## src/rtl/relay_serial_reg.sv

```systemverilog
module relay_serial_reg #(
  parameter bit SHORT_FRAME = 1'b0,
  parameter int SYNC_STAGES = 2
) (
  input  logic       clk,
  input  logic       rst_n,
  input  logic       sel_n,
  input  logic       sclk_in,
  input  logic       sdin,
  output logic       sdout,
  output logic [7:0] chan_on,
  output logic [7:0] psave_cfg,
  output logic       chan_upd
);
  localparam int FW = SHORT_FRAME ? 8 : 16;
  localparam int LAST = SYNC_STAGES - 1;

  logic [SYNC_STAGES-1:0] cs_sync, ck_sync, dt_sync;
  logic cs_prev, ck_prev;
  logic [FW-1:0] shift_q;

  always_ff @(posedge clk) begin
    if (!rst_n) begin
      cs_sync <= '1;
      ck_sync <= '0;
      dt_sync <= '0;
      cs_prev <= 1'b1;
      ck_prev <= 1'b0;
    end else begin
      cs_sync <= {cs_sync[SYNC_STAGES-2:0], sel_n};
      ck_sync <= {ck_sync[SYNC_STAGES-2:0], sclk_in};
      dt_sync <= {dt_sync[SYNC_STAGES-2:0], sdin};
      cs_prev <= cs_sync[LAST];
      ck_prev <= ck_sync[LAST];
    end
  end

  wire cs_s    = cs_sync[LAST];
  wire ck_rise = ck_sync[LAST] & ~ck_prev;
  wire commit  = cs_s & ~cs_prev;

  always_ff @(posedge clk) begin
    if (!rst_n)                shift_q <= '0;
    else if (!cs_s && ck_rise) shift_q <= {shift_q[FW-2:0], dt_sync[LAST]};
  end

  assign sdout = shift_q[FW-1];

  generate
    if (SHORT_FRAME) begin : g_short
      always_ff @(posedge clk) begin
        if (!rst_n) begin
          chan_on  <= '0;
          chan_upd <= 1'b0;
        end else begin
          chan_upd <= commit;
          if (commit) chan_on <= shift_q[7:0];
        end
      end
      assign psave_cfg = '0;
    end else begin : g_full
      wire [7:0] addr = shift_q[15:8];
      wire [7:0] data = shift_q[7:0];
      logic [7:0] ps_q;
      always_ff @(posedge clk) begin
        if (!rst_n) begin
          chan_on  <= '0;
          ps_q     <= '0;
          chan_upd <= 1'b0;
        end else begin
          chan_upd <= commit && addr == 8'h00;
          if (commit && addr == 8'h00) chan_on <= data;
          if (commit && addr == 8'h01) ps_q <= data;
        end
      end
      assign psave_cfg = ps_q;

      assert_psave_addr_R3: assert property (@(posedge clk) disable iff (!rst_n)
        (psave_cfg != $past(psave_cfg)) |-> ($past(commit) && $past(shift_q[15:8]) == 8'h01));
    end
  endgenerate

  assert_hold_while_sel_R5: assert property (@(posedge clk) disable iff (!rst_n)
    !cs_s |=> $stable(chan_on));
  assert_shift_frozen_R6: assert property (@(posedge clk) disable iff (!rst_n)
    cs_s |=> $stable(shift_q));
  assert_strobe_after_rise_R11: assert property (@(posedge clk) disable iff (!rst_n)
    chan_upd |-> ($past(cs_s) && !$past(cs_prev)));
  assert_strobe_single_R11: assert property (@(posedge clk) disable iff (!rst_n)
    chan_upd |=> !chan_upd);
  assert_change_has_strobe_R11: assert property (@(posedge clk) disable iff (!rst_n)
    (chan_on != $past(chan_on)) |-> chan_upd);
endmodule

```

## config.mk

```make
export PLATFORM = sky130hd
export DESIGN_NAME = relay_serial_reg
export DESIGN_NICKNAME = d
export VERILOG_FILES = /design/src/rtl/relay_serial_reg.sv
export SDC_FILE = /design/constraint.sdc
export NUM_CORES = 1
export LEC_CHECK = 0
export ABC_AREA = 1
export BUFFER_PORTS_ARGS = -buffer_cell sky130_fd_sc_hd__buf_2
export CORE_MARGIN = 2
export CORE_UTILIZATION = 45
export DETAILED_ROUTE_END_ITERATION = 6
export PLACE_DENSITY = 0.61
export SLEW_MARGIN = 10
export SYNTH_ARGS = -nofsm -noshare
export SYNTH_HDL_FRONTEND = slang
export SYNTH_SLANG_ARGS = --single-unit
```

## constraint.sdc

```tcl
create_clock -name clk -period 3 [get_ports clk]
set_input_delay 0.9 -clock clk [delete_from_list [all_inputs] [get_ports clk]]
set_output_delay 0.9 -clock clk [all_outputs]
set_load 0.03 [all_outputs]
```

==> key figures <==
Global route
  • Initial antenna violation count: 0
  • Congestion Overflow GR: 0
  • First-pass GRT wire length: 4.747 mm
  • Pin count of the biggest net entering global routing: 40
  • Vias in the first global route: 1110
  • Global Route Usage Sum: 15.22%

Yosys
  • Post-Synthesis Cells: 192
  • Synth warnings: 0
  • Sequential share of the synthesized area: 53.16%
  • Post-synth cell types: 18
  • Syn avg cell area: 8.042 um2
  • Synthesized Nets: 197
  • Synth Cell Area: 1544 um2
  • Yosys reg bits: 41

Route
  • Vias: 1221
  • Routed WL per cell: 10.45 um
  • Final WL: 2.665 mm
  • 1st-pass router iterations: 4
  • Routed Antenna Nets: 0
  • Via density: 4.788
  • DRC: 0
  • First DRT Iteration DRCs: 74

Finish
  • Most common cell after layout, fill and taps aside: dfxtp_1
  • ANT cells: 0
  • Share of cells above drive strength 1: 19.14%
  • FF/Latch Area: 820.8 um2
  • Fillers: 345
  • Final Net Count: 214
  • Post-layout util: 50.72%
  • Area grow syn2layout: 8.752%
  • Final instance area: 1679 um2
  • Most frequent cells in the layout: dfxtp_1, a21oi_1, nand2_1, buf_2, inv_1
  • Area of the multi-input gates: 549.3 um2

STA
  • Worst Clk Skew: 9.876 ps
  • Slew Viols, Final: 0
  • Crit path time final: 1798 ps
  • Worst slew pin tran: 971.9 ps
  • Final-report hold violation count: 0
  • Setup violators final: 0
  • Fin crit share: 59.94%
  • Slew HR: 35.01%
  • RSZ-0062 raised after global routing: false
  • TNS Setup: 0 ps
  • Max Freq: 0.5561 GHz

Worst setup path
  • CP Capture Type: output pin
  • CP peak stage delay: 370 ps
  • Buf/Inv on CP: 1
  • Arr. time, crit path: 900 ps
  • CP delay by family, top: flip-flops
  • Critical Path Fanout Max: 3
  • CP cell instances: buf_2
  • Worst path slowest cell: dfxtp_1
  • Worst Path Required: 2100 ps
  • Critical Path Start Type: flop
  • Worst Setup Path Type: reg2out

Pwr
  • Maximum vdd drop: 0.2269 mV
  • PD cells: 523.9 nW/um2
  • Pwr Total: 0.0008796 W
  • Leakage: 0.7287 nW

Flow run
  • Max-Cap Viols: 0

CTS
  • Post-CTS Hold Buffers: 0
  • Post-CTS Setup Repair Bufs: 0
  • PostCTS Resize Cnt: 0
  • Worst-Skew Late Latency: 330 ps
  • Clock root cell: clkbuf_4
  • Clock-pin slew on the worst setup and hold paths: 100 ps
  • TritonCTS clock tree: done
  • CTS Sinks: 41
  • Clk buf depth: 2
  • Cts bufs inserted: 5
  • H-tree levels: 2

Placed design
  • HPWL Detailed: 1.768 mm
  • IO buf count: 22
  • Routability cong.: 0.7669
  • DP Area: 1624 um2

Floorplanning
  • Boundary Pins: 23
  • Core box area: 3311 um2
  • Die width: 62.58 um
  • Starting Density: 46.64%
  • Die area: 3916 um2
  • DIE HEIGHT: 62.58 um
  • Row count: 21

Run status
  • Status: complete, no violations

Min path
  • Hold crit path type: reg2reg
-- power by group --
group | switching, W | total [W] | internal (W) | leakage [nW]
registers | 0.00000480 | 0.000560 | 0.000555 | 0.333
logic | 0.0000379 | 0.0000553 | 0.0000174 | 0.365
clock network | 0.000154 | 0.000264 | 0.000111 | 0.0314
-- synthesized netlist by cell type --
cell / n / area share [%]
dfxtp_1: 41 / 53
a21oi_1: 32 / 10
nand2_1: 23 / 5.6
inv_1: 21 / 5.1
nor2_1: 18 / 4.4
nand3_1: 16 / 5.2
o21ai_0: 16 / 5.2
buf_6: 5 / 3.6
nor2_2: 5 / 2.0
buf_2: 3 / 0.97
clkbuf_1: 2 / 0.49
inv_2: 2 / 0.49
nand2_2: 2 / 0.81
or2_2: 2 / 0.81
buf_1: 1 / 0.24
clkbuf_2: 1 / 0.32
nand3b_1: 1 / 0.49
nor2_4: 1 / 0.73
-- through the flow --
step	instances	hold WS, ps	worst slack (ps)
after floorplan	192	390.5	1535
after global placement	248	396.1	1115
after detailed placement	248	404.9	1085
after CTS	255	429.5	1173
after global routing	255	440.5	1043
final	255	425.7	1202
-- cell families after synthesis --
logic type | share of synthesized area, %
AOI/OAI and AO/OA | 15.56
buffers and inverters | 11.26
and+or+nand+nor | 20.02
DFF | 53.16
-- routing by layer --
metal	up-vias	track usage (%)	part of all wire (%)
li1	642	-	-
met1	553	18.02	48
met2	20	25.00	46
met3	6	4.685	4.0
met4	0	7.500	1.7
met5	-	0	0
-- sequential cells by signal, indices dropped and copies added (netlist names) --
| name | flops |
|---|---|
| psave_cfg | 8 |
| shift_q | 16 |
| chan_on | 8 |
| cs_prev | 1 |
| cs_sync | 2 |
| chan_upd | 1 |
| dt_sync | 2 |
| ck_sync | 2 |
| ck_prev | 1 |
-- worst paths after layout --
check | startpoint | end | slack (ps) | cells after the start
worst max-delay path | shift_q[15]$_SDFFE_PN0P_ | sdout | 1200 | 1
worst max register to register | cs_sync[1]$_SDFF_PN1_ | shift_q[0]$_SDFFE_PN0P_ | 1290 | 4
worst min-delay path | ck_sync[0]$_SDFF_PN0_ | ck_sync[1]$_SDFF_PN0_ | 430 | 2
worst min register to register | ck_sync[0]$_SDFF_PN0_ | ck_sync[1]$_SDFF_PN0_ | 430 | 2
-- final cells by class --
class                           count  share of cell area [%]
Timing Repair Buffer               22                   6.557
Inverter                           23                   5.142
Tap cell                           46                   3.428
Sequential cell                    41                   48.88
Clock buffer                        7                   3.279
Multi-Input combinational cell    116                   32.71
Note: power is estimated with default switching activity, not from simulation.
